<file path="config.mk">
export PLATFORM = sky130hd
export DESIGN_NAME = rs_station
export DESIGN_NICKNAME = d
export VERILOG_FILES = /design/src/rtl/rs_pkg.sv /design/src/rtl/rs_entry.sv /design/src/rtl/rs_select.sv /design/src/rtl/rs_station.sv
export SDC_FILE = /design/constraint.sdc
export NUM_CORES = 1
export LEC_CHECK = 0
export ABC_AREA = 1
export CAP_MARGIN = 10
export CELL_PAD_IN_SITES_DETAIL_PLACEMENT = 0
export CELL_PAD_IN_SITES_GLOBAL_PLACEMENT = 1
export CORE_MARGIN = 2
export CORE_UTILIZATION = 43
export CTS_BUF_LIST = sky130_fd_sc_hd__clkbuf_8
export DETAILED_ROUTE_END_ITERATION = 7
export PLACE_DENSITY_LB_ADDON = 0.3
export SKIP_CTS_REPAIR_TIMING = 1
export SLEW_MARGIN = 40
export SYNTH_ARGS = -nofsm -noshare
export SYNTH_HDL_FRONTEND = slang
export SYNTH_SLANG_ARGS = --single-unit
</file>
<file path="constraint.sdc">
create_clock -name clk -period 4.47 [get_ports clk]
set_input_delay 0.447 -clock clk [delete_from_list [all_inputs] [get_ports clk]]
set_output_delay 0.447 -clock clk [all_outputs]
set_load 0.01 [all_outputs]
</file>
<file path="src/rtl/rs_pkg.sv">
package rs_pkg;
  localparam int unsigned RS_ENTRIES = 4;
  localparam int unsigned RS_TAG_W   = 3;
  localparam int unsigned RS_DATA_W  = 16;
  localparam int unsigned RS_OP_W    = 4;
  localparam int unsigned RS_AGE_W   = 8;
endpackage

</file>
<file path="src/rtl/rs_entry.sv">
module rs_entry #(
  parameter int unsigned OP_W   = 4,
  parameter int unsigned TAG_W  = 3,
  parameter int unsigned DATA_W = 16,
  parameter int unsigned AGE_W  = 8
) (
  input  logic              clk,
  input  logic              rst,
  input  logic              flush,
  input  logic              alloc,
  input  logic              age_inc,
  input  logic              grant,
  input  logic [OP_W-1:0]   d_op,
  input  logic [TAG_W-1:0]  d_dst,
  input  logic              d_a_rdy,
  input  logic [TAG_W-1:0]  d_a_tag,
  input  logic [DATA_W-1:0] d_a_val,
  input  logic              d_b_rdy,
  input  logic [TAG_W-1:0]  d_b_tag,
  input  logic [DATA_W-1:0] d_b_val,
  input  logic              cdb_valid,
  input  logic [TAG_W-1:0]  cdb_tag,
  input  logic [DATA_W-1:0] cdb_val,
  output logic              e_valid,
  output logic              e_ready,
  output logic [AGE_W-1:0]  e_age,
  output logic [OP_W-1:0]   e_op,
  output logic [TAG_W-1:0]  e_dst,
  output logic [DATA_W-1:0] e_a_val,
  output logic [DATA_W-1:0] e_b_val
);
  localparam logic [AGE_W-1:0] AGE_MAX = {AGE_W{1'b1}};

  logic             issued, a_rdy, b_rdy;
  logic [TAG_W-1:0] a_tag, b_tag;
  logic             hit_a, hit_b, hit_da, hit_db, release_now;

  assign hit_a       = cdb_valid && !a_rdy && (cdb_tag == a_tag);
  assign hit_b       = cdb_valid && !b_rdy && (cdb_tag == b_tag);
  assign hit_da      = cdb_valid && (cdb_tag == d_a_tag);
  assign hit_db      = cdb_valid && (cdb_tag == d_b_tag);
  assign release_now = issued && cdb_valid && (cdb_tag == e_dst);
  assign e_ready     = e_valid && a_rdy && b_rdy && !issued;

  always_ff @(posedge clk) begin
    if (rst || flush) begin
      e_valid <= 1'b0;
      issued  <= 1'b0;
      a_rdy   <= 1'b0;
      b_rdy   <= 1'b0;
    end else if (alloc) begin
      e_valid <= 1'b1;
      issued  <= 1'b0;
      e_op    <= d_op;
      e_dst   <= d_dst;
      e_age   <= '0;
      a_tag   <= d_a_tag;
      b_tag   <= d_b_tag;
      a_rdy   <= d_a_rdy || hit_da;
      b_rdy   <= d_b_rdy || hit_db;
      e_a_val <= d_a_rdy ? d_a_val : cdb_val;
      e_b_val <= d_b_rdy ? d_b_val : cdb_val;
    end else if (e_valid) begin
      if (release_now) begin
        e_valid <= 1'b0;
        issued  <= 1'b0;
      end else if (grant) begin
        issued <= 1'b1;
      end
      if (hit_a) begin
        a_rdy   <= 1'b1;
        e_a_val <= cdb_val;
      end
      if (hit_b) begin
        b_rdy   <= 1'b1;
        e_b_val <= cdb_val;
      end
      if (age_inc && e_age != AGE_MAX) e_age <= e_age + 1'b1;
    end
  end

  // Capture of a broadcast by a waiting operand
  assert_wakeup_a_R3: assert property (@(posedge clk) disable iff (rst)
    (e_valid && !flush && !alloc && !a_rdy && cdb_valid && cdb_tag == a_tag)
      |=> (a_rdy && e_a_val == $past(cdb_val)));
  assert_wakeup_b_R4: assert property (@(posedge clk) disable iff (rst)
    (e_valid && !flush && !alloc && !b_rdy && cdb_valid && cdb_tag == b_tag)
      |=> (b_rdy && e_b_val == $past(cdb_val)));
  // An entry marked as issued had both values
  assert_issue_ready_R6: assert property (@(posedge clk) disable iff (rst)
    issued |-> (a_rdy && b_rdy && e_valid));
endmodule

</file>
<file path="src/rtl/rs_select.sv">
module rs_select #(
  parameter int unsigned N     = 4,
  parameter int unsigned AGE_W = 8,
  localparam int unsigned IDX_W = (N > 1) ? $clog2(N) : 1
) (
  input  logic [N-1:0]            cand,
  input  logic [N-1:0][AGE_W-1:0] age,
  output logic                    sel_valid,
  output logic [IDX_W-1:0]        sel_idx
);
  logic [AGE_W-1:0] best;
  always_comb begin
    sel_valid = 1'b0;
    sel_idx   = '0;
    best      = '0;
    for (int i = 0; i < N; i++) begin
      if (cand[i] && (!sel_valid || age[i] > best)) begin
        sel_valid = 1'b1;
        sel_idx   = IDX_W'(i);
        best      = age[i];
      end
    end
  end
endmodule

</file>
<file path="src/rtl/rs_station.sv">
module rs_station #(
  parameter int unsigned NUM_ENT = rs_pkg::RS_ENTRIES,
  parameter int unsigned TAG_W   = rs_pkg::RS_TAG_W,
  parameter int unsigned DATA_W  = rs_pkg::RS_DATA_W,
  parameter int unsigned OP_W    = rs_pkg::RS_OP_W,
  parameter int unsigned AGE_W   = rs_pkg::RS_AGE_W
) (
  input  logic              clk,
  input  logic              rst,
  input  logic              flush,
  input  logic              disp_valid,
  input  logic              rob_free,
  input  logic [OP_W-1:0]   disp_op,
  input  logic [TAG_W-1:0]  disp_dst,
  input  logic              disp_a_rdy,
  input  logic [TAG_W-1:0]  disp_a_tag,
  input  logic [DATA_W-1:0] disp_a_val,
  input  logic              disp_b_rdy,
  input  logic [TAG_W-1:0]  disp_b_tag,
  input  logic [DATA_W-1:0] disp_b_val,
  input  logic              cdb_valid,
  input  logic [TAG_W-1:0]  cdb_tag,
  input  logic [DATA_W-1:0] cdb_val,
  input  logic              exe_ready,
  output logic              iss_valid,
  output logic [OP_W-1:0]   iss_op,
  output logic [TAG_W-1:0]  iss_dst,
  output logic [DATA_W-1:0] iss_a,
  output logic [DATA_W-1:0] iss_b,
  output logic              full
);
  localparam int unsigned IDX_W = (NUM_ENT > 1) ? $clog2(NUM_ENT) : 1;

  logic [NUM_ENT-1:0]             ent_valid, ent_ready, alloc_vec, grant_vec;
  logic [NUM_ENT-1:0][AGE_W-1:0]  ent_age;
  logic [NUM_ENT-1:0][OP_W-1:0]   ent_op;
  logic [NUM_ENT-1:0][TAG_W-1:0]  ent_dst;
  logic [NUM_ENT-1:0][DATA_W-1:0] ent_a, ent_b;
  logic                           accept, load, sel_valid, slot_found;
  logic [IDX_W-1:0]               sel_idx, slot_idx;

  assign full   = &ent_valid;
  assign accept = disp_valid && rob_free && !full && !flush;
  assign load   = !flush && (!iss_valid || exe_ready);

  // Lowest-numbered free slot takes the next accepted operation
  always_comb begin
    slot_found = 1'b0;
    slot_idx   = '0;
    for (int i = 0; i < NUM_ENT; i++) begin
      if (!ent_valid[i] && !slot_found) begin
        slot_found = 1'b1;
        slot_idx   = IDX_W'(i);
      end
    end
  end

  rs_select #(.N(NUM_ENT), .AGE_W(AGE_W)) u_sel (
    .cand(ent_ready), .age(ent_age), .sel_valid(sel_valid), .sel_idx(sel_idx)
  );

  for (genvar g = 0; g < NUM_ENT; g++) begin : g_ent
    assign alloc_vec[g] = accept && (slot_idx == IDX_W'(g));
    assign grant_vec[g] = load && sel_valid && (sel_idx == IDX_W'(g));
    rs_entry #(.OP_W(OP_W), .TAG_W(TAG_W), .DATA_W(DATA_W), .AGE_W(AGE_W)) u_ent (
      .clk(clk), .rst(rst), .flush(flush),
      .alloc(alloc_vec[g]), .age_inc(accept), .grant(grant_vec[g]),
      .d_op(disp_op), .d_dst(disp_dst),
      .d_a_rdy(disp_a_rdy), .d_a_tag(disp_a_tag), .d_a_val(disp_a_val),
      .d_b_rdy(disp_b_rdy), .d_b_tag(disp_b_tag), .d_b_val(disp_b_val),
      .cdb_valid(cdb_valid), .cdb_tag(cdb_tag), .cdb_val(cdb_val),
      .e_valid(ent_valid[g]), .e_ready(ent_ready[g]), .e_age(ent_age[g]),
      .e_op(ent_op[g]), .e_dst(ent_dst[g]), .e_a_val(ent_a[g]), .e_b_val(ent_b[g])
    );
  end

  always_ff @(posedge clk) begin
    if (rst || flush) begin
      iss_valid <= 1'b0;
    end else if (load) begin
      iss_valid <= sel_valid;
      iss_op    <= ent_op[sel_idx];
      iss_dst   <= ent_dst[sel_idx];
      iss_a     <= ent_a[sel_idx];
      iss_b     <= ent_b[sel_idx];
    end
  end

  assert_single_grant_R7: assert property (@(posedge clk) disable iff (rst)
    $onehot0(grant_vec));
  assert_grant_ready_R6: assert property (@(posedge clk) disable iff (rst)
    (|grant_vec) |-> (|(grant_vec & ent_ready)));
  assert_hold_bundle_R8: assert property (@(posedge clk) disable iff (rst)
    (iss_valid && !exe_ready && !flush)
      |=> (iss_valid && $stable(iss_a) && $stable(iss_b) && $stable(iss_dst)));
  assert_flush_clear_R11: assert property (@(posedge clk) disable iff (rst)
    flush |=> (!iss_valid && !full));
  assert_no_store_full_R10: assert property (@(posedge clk) disable iff (rst)
    (full && !cdb_valid && !flush) |=> full);
endmodule

</file>
==> results.py, run 1 <==
metrics = {
    "outcome": {
        "status": "finished with violations",
        "violations": "setup timing",
    },
    "worst_setup_path": {
        "crit_required_ps": 4970,
        "cp.buffers_inverters": 7,
        "cp-start-kind": "register",
        "end_kind": "register",
        "worst_ep_arrival_time_ps": 5180,
        "cp_common_cell": "nand2_2",
        "cpPeakStageDelay_ps": 320,
        "critPathKind": "reg2reg",
        "cp_max_fo": 8,
        "cpMaxStageDelayCell": "ha_1",
        "crit_family": "simple AND/OR/NAND/NOR gates",
    },
    "route": {
        "routedWlPerCell_um": 18.8,
        "vias": 10500,
        "antenna_left": 0,
        "viasPerCell": 5.38,
        "drc_errors": 0,
        "drt_iter0_drc": 869,
        "first_pass_iters": 5,
        "wirelength_mm": 36.6,
    },
    "clock_tree": {
        "cts_tree": "built",
        "cts.sink_count": 268,
        "cts_inserted_buffers": 46,
        "worstSkewPairLatency_ps": 580,
        "h-tree-depth": 2,
        "cts_buffer_depth": 3,
        "clk_pin_slew_worst_paths_ps": 50,
        "root_buffer": "clkbuf_8",
    },
    "synthesis": {
        "synth_area_per_cell_sq_um": 10.0,
        "yosys_warnings": 0,
        "synth_area_sq_um": 13100,
        "async_reset_ff_share_pct": 0,
        "ys.flop_type": "edfxtp_1",
        "syn_nets": 1413,
        "synth_seq_cells": 268,
        "syn_inst": 1312,
        "synth_edf_count": 251,
        "yosysSeqAreaShare_pct": 59.9,
        "yosysUniqueCellTypes": 41,
    },
    "global_route": {
        "first_global_vias": 9866,
        "grt_usage_pct": 22.3,
        "grt_pass1_wl_mm": 54.2,
        "antenna_found_initial": 0,
        "grt_start_max_net_pins": 61,
        "grt-ovfl-total": 0,
    },
    "timing": {
        "fmax_ghz": 0.213,
        "worstMarginPinSlew_ps": 799,
        "setup_violations": 42,
        "rsz0062_at_grt": "yes",
        "post-route-period-util_pct": 105,
        "finalMaxSlewViolations": 0,
        "min_period_ps": 4690,
        "worst_slack_ps": -217,
        "hold_viol_final": 0,
        "holdWs_ps": 488,
        "finClkSkew_ps": 22.9,
        "relSlewSlack_pct": 46.8,
        "fin_tns_setup_ps": -7600,
    },
    "cells_and_area": {
        "drive_above_1_share_pct": 20.8,
        "diodes": 0,
        "finalNetCount": 1614,
        "area_growth_pct": 28.6,
    },
    "flow_run": {
        "maxCapViolCount": 0,
    },
    "place": {
        "port_buffers": 113,
        "dp_hpwl_mm": 23.7,
        "gp_congestion": 0.823,
    },
    "floorplanning": {
        "ios": 114,
        "die_w_um": 179,
        "rows": 64,
        "start_util_pct": 43.3,
        "core_region_area_sq_um": 30300,
        "die_h_um": 179,
        "die-area_sq_um": 32000,
    },
    "power": {
        "pwr-share-seq_pct": 55.0,
        "pwr-share-clk_pct": 39.1,
        "p_sw_w": 0.00116,
        "p_leak_nw": 6.64,
        "power_w": 0.00502,
        "intPower_w": 0.00386,
        "swShare_pct": 23.1,
        "power.share.combinational_pct": 5.9,
        "power_density_nw_per_um2": 297,
        "irDropWorstVdd_mv": 0.189,
    },
    "worst_hold_path": {
        "hold_class": "reg2reg",
    },
}
layout make-up:
| cell class | instances | area, sq um |
|---|---|---|
| fillers | 2630 | 13400 |
| flip-flops and latches | 268 | 7880 |
| multi-input cells | 858 | 5120 |
| repair buffers | 216 | 2130 |
| clock buffers | 47 | 647 |
| well taps | 396 | 495 |
| inverters | 122 | 470 |
| clock inverters | 35 | 149 |
| repair inverters | 1 | 7.51 |
state kept, by name (all words and copies together) (netlist names), 4 cells and up:
| register | count |
|---|---|
| g_ent.u_ent.a_rdy | 4 |
| g_ent.u_ent.a_tag | 12 |
| g_ent.u_ent.b_rdy | 4 |
| g_ent.u_ent.b_tag | 12 |
| g_ent.u_ent.e_a_val | 64 |
| g_ent.u_ent.e_age | 32 |
| g_ent.u_ent.e_b_val | 64 |
| g_ent.u_ent.e_dst | 12 |
| g_ent.u_ent.e_op | 16 |
| g_ent.u_ent.e_valid | 4 |
| g_ent.u_ent.issued | 4 |
| iss_a | 16 |
| iss_b | 16 |
| iss_op | 4 |
placed cells by master, fill, tap and decap left out, types with 3 or more instances in the layout:
| master | count |
|---|---|
| a21oi_1 | 27 |
| a21oi_2 | 10 |
| nor2_1 | 63 |
| clkdlybuf4s50_1 | 112 |
| inv_2 | 22 |
| nor3b_1 | 6 |
| dfxtp_1 | 16 |
| a211oi_1 | 3 |
| buf_12 | 8 |
| buf_6 | 7 |
| nand2_1 | 206 |
| edfxtp_1 | 251 |
| o22ai_1 | 4 |
| inv_1 | 115 |
| nand3_1 | 124 |
| clkinv_2 | 4 |
| o21ai_0 | 148 |
| nand2_4 | 9 |
| a31oi_1 | 6 |
| nand2_2 | 38 |
| mux2i_1 | 32 |
| nor3_1 | 14 |
| clkbuf_8 | 47 |
| nand3_2 | 51 |
| ha_4 | 7 |
| nand4_1 | 10 |
| o21ai_1 | 9 |
| nor2_2 | 5 |
| xnor2_1 | 16 |
| ha_1 | 21 |
| o21ai_2 | 7 |
| clkbuf_16 | 4 |
| buf_4 | 81 |
| clkinv_1 | 11 |
| nor4_1 | 7 |
| xor2_1 | 11 |
through the flow:
step	util, %	area (sq um)	cells	setup WS, ps
after CTS	52.8	16000	1921	-531
final	55.7	16900	1943	-217
after detailed placement	50.1	15200	1839	-515
after floorplan	-	13100	1312	41.5
after global placement	50.1	15200	1838	-342
after global routing	55.7	16900	1943	-512
metal layers:
metal | part of all wire, % | track usage, %
met3 | 6.8 | 3.58
met5 | 0 | 0
met4 | 1.6 | 5.76
met2 | 48 | 36.7
met1 | 44 | 30.8
power groups by stage:
| stage | combinational, W | clock [W] | sequential (W) |
|---|---|---|---|
| after global placement | 0.000286 | 0 | 0.00281 |
| after detailed placement | 0.000291 | 0 | 0.00281 |
| final | 0.000294 | 0.00197 | 0.00276 |
| after floorplan | 0.000130 | 0 | 0.00282 |
| after CTS | 0.000292 | 0.00200 | 0.00276 |
| after global routing | 0.000323 | 0.00211 | 0.00276 |
final timing paths:
path | slack, ps | to | cells after the start | from
min reg2reg | 490 | g_ent[3].u_ent.b_rdy | 2 | g_ent[3].u_ent.b_rdy
max reg2reg | -220 | g_ent[0].u_ent.issued | 38 | g_ent[0].u_ent.b_rdy
max | -220 | g_ent[0].u_ent.issued | 38 | g_ent[0].u_ent.b_rdy
min | 490 | g_ent[3].u_ent.b_rdy | 2 | g_ent[3].u_ent.b_rdy
kinds of logic (layout without fill, tap and decap cells):
| family | Yosys count | in the layout | synth area share (%) |
|---|---|---|---|
| multiplexers | 32 | 32 | 2.44 |
| adder cells (fa/ha/maj) | 28 | 28 | 2.66 |
| AO/OA/AOI/OAI | 230 | 230 | 9.20 |
| flip-flops | 268 | 268 | 59.9 |
| XOR/XNOR | 27 | 27 | 1.80 |
| buffers and inverters | 187 | 421 | 5.99 |
| AND/OR/NAND/NOR | 540 | 541 | 18.0 |
synthesized netlist by cell type (3+ instances only):
library cell / instances / area [sq um]
o22ai_1: 4 / 25.0
a31oi_1: 6 / 37.5
nor2_1: 70 / 263
nor3_1: 14 / 70.1
ha_1: 28 / 350
nor4_1: 7 / 43.8
inv_1: 117 / 439
buf_4: 5 / 37.5
mux2i_1: 32 / 320
inv_2: 3 / 11.3
edfxtp_1: 251 / 7540
o21ai_1: 5 / 25.0
nand2_1: 247 / 927
a21oi_1: 39 / 195
nor3b_1: 6 / 45.0
nand2_2: 5 / 31.3
clkbuf_1: 22 / 82.6
nand3_1: 176 / 881
buf_6: 3 / 33.8
xor2_1: 11 / 96.3
dfxtp_1: 17 / 340
a211oi_1: 3 / 22.5
xnor2_1: 16 / 140
o21ai_0: 160 / 801
nand4_1: 10 / 62.6
buf_2: 35 / 175
worst register-to-register path, delay by kind of cell (launching register included):
| kind | cells | cell delay (ps) |
|---|---|---|
| compound gates | 5 | 660 |
| fa+ha+maj | 3 | 890 |
| buf+inv | 7 | 900 |
| flops | 1 | 310 |
| simple gates | 23 | 1890 |
(Power assumes the default switching activity.)
==> run 2: changes to the inputs <==
Settings changed: SLEW_MARGIN 40 to default, TNS_END_PERCENT from default to 5.
==> run 2 against run 1 <==
Net effect: the flow still finishes with violations (setup timing); fmax shrank 0.39%; die area did not move; routed wire length up 0.75%; sequential share of layout area down 0.055 points; flip-flop and latch count did not move; sequential power barely moved; largest power group unchanged.
==> results.py, run 2 (same netlist as run 1, synthesis figures left out) <==
metrics = {
    "outcome": {
        "status": "finished with violations",
        "violations": "setup timing",
    },
    "worst_hold_path": {
        "holdPathStages": 2,
        "holdPathEnd": "g_ent[3].u_ent.b_rdy",
        "hp-start": "g_ent[3].u_ent.b_rdy",
        "hold_class": "reg2reg",
    },
    "route": {
        "first_pass_iters": 5,
        "antenna_left": 0,
        "wirelength_mm": 36.8,
        "drt_iter0_drc": 970,
        "vias": 10500,
        "viasPerCell": 5.42,
        "routedWlPerCell_um": 19.0,
        "drc_errors": 0,
    },
    "timing": {
        "rsz0062_at_grt": "yes",
        "finClkSkew_ps": 20.6,
        "relSlewSlack_pct": 30.8,
        "worstMarginPinSlew_ps": 1030,
        "fin_tns_setup_ps": -7920,
        "setup_violations": 42,
        "fmax_ghz": 0.213,
        "hold_viol_final": 0,
        "min_period_ps": 4710,
        "worst_slack_ps": -235,
        "finalMaxSlewViolations": 0,
        "post-route-period-util_pct": 105,
    },
    "global_route": {
        "grt_pass1_wl_mm": 54.3,
        "antenna_found_initial": 0,
        "grt-ovfl-total": 0,
        "grt_usage_pct": 22.3,
        "first_global_vias": 9912,
        "grt_start_max_net_pins": 61,
    },
    "worst_setup_path": {
        "rrSetupSlack_ps": -240,
        "cp_common_cell": "nand2_1",
        "end_kind": "register",
        "worst_ep_arrival_time_ps": 5020,
        "cpPeakStageDelay_ps": 320,
        "r2r_cells": 42,
        "regToRegEndpoint": "iss_dst[2]",
        "cp-startpoint": "g_ent[0].u_ent.b_rdy",
        "regToRegStartpoint": "g_ent[0].u_ent.b_rdy",
        "cpMaxStageDelayCell": "dfxtp_2",
        "cp_max_fo": 8,
        "cp-start-kind": "register",
        "crit_required_ps": 4780,
        "critPathKind": "reg2reg",
    },
    "place": {
        "port_buffers": 113,
        "dpl_cell_area_sq_um": 15200,
        "post-place-ws_ps": -461,
        "dp_hpwl_mm": 23.5,
        "gp_congestion": 0.823,
    },
    "cells_and_area": {
        "drive_above_1_share_pct": 19.5,
        "diodes": 0,
        "reg_top3": "g_ent.u_ent.e_a_val (64), g_ent.u_ent.e_b_val (64), g_ent.u_ent.e_age (32)",
        "fillers": 2626,
        "finalNetCount": 1611,
        "final_area_sq_um": 16900,
        "final_cell_mix": "edfxtp_1 (251), nand2_1 (211), o21ai_0 (149)",
        "utilization_pct": 55.8,
        "final_common_cell": "edfxtp_1",
        "area_growth_pct": 28.7,
    },
    "clock_tree": {
        "cts_buffer_depth": 3,
        "h-tree-depth": 2,
        "root_buffer": "clkbuf_8",
        "cts_tree": "built",
        "cts_inserted_buffers": 46,
        "cts.sink_count": 268,
        "clk_pin_slew_worst_paths_ps": 60,
        "worstSkewPairLatency_ps": 580,
    },
    "power": {
        "power_density_nw_per_um2": 306,
        "irDropWorstVdd_mv": 0.198,
        "p_leak_nw": 6.59,
        "power_w": 0.00518,
    },
    "floorplanning": {
        "core_region_area_sq_um": 30300,
        "die_w_um": 179,
        "die_h_um": 179,
        "die-area_sq_um": 32000,
        "ios": 114,
        "start_util_pct": 43.3,
        "rows": 64,
    },
    "flow_run": {
        "maxCapViolCount": 0,
    },
}
==> run 2: worst max-delay path by stage <==
stage                 endpoint  slack, ps  depth (start not counted)
floorplan            iss_a[12]         40                         38
global placement      iss_b[1]       -340                         38
detailed placement    iss_b[1]       -460                         38
CTS                  iss_b[10]       -500                         38
global route         iss_a[15]       -540                         42
finish              iss_dst[2]       -240                         42
==> run 2: critical path, delay by kind of cell (launching register included) <==
family / cells / cell delay [ps]
compound gates: 2 / 120
flops: 1 / 320
simple gates: 30 / 2430
buf+inv: 7 / 770
fa+ha+maj: 3 / 810
==> run 2: per-layer routing <==
layer / vias to the layer above / global-route usage (%) / wire (um)
li1: 5032 / - / -
met5: - / 0 / 0
met4: 0 / 6.44 / 818
met2: 397 / 36.8 / 17600
met3: 69 / 3.18 / 2560
met1: 5028 / 30.7 / 15900
==> run 2: where the power goes <==
group	switching [W]	total [W]	internal, W
clock network	0.00103	0.00213	0.00110
logic	0.000164	0.000292	0.000128
registers	0.00000680	0.00276	0.00275
total	0.00120	0.00518	0.00398
==> run 2: area by class of cell <==
class / instances / area, sq um / area share, %
repair inverters: 1 / 7.51 / 0.0444
well taps: 396 / 495 / 2.93
inverters: 122 / 465 / 2.75
clock inverters: 38 / 216 / 1.28
multi-input cells: 860 / 5140 / 30.4
clock buffers: 47 / 647 / 3.82
flip-flops and latches: 268 / 7880 / 46.6
repair buffers: 211 / 2070 / 12.2
==> run 2: per-stage QoR <==
| stage | cells | hold WS [ps] |
|---|---|---|
| after floorplan | 1312 | 447 |
| after global placement | 1838 | 471 |
| after detailed placement | 1838 | 479 |
| after CTS | 1923 | 487 |
| after global routing | 1943 | 520 |
| final | 1943 | 491 |
==> run 3: changes to the inputs <==
Settings changed: GPL_ROUTABILITY_DRIVEN from default to 1.
==> results of run 3 <==
Final layout, timing and power as in run 2 (identical DEF).
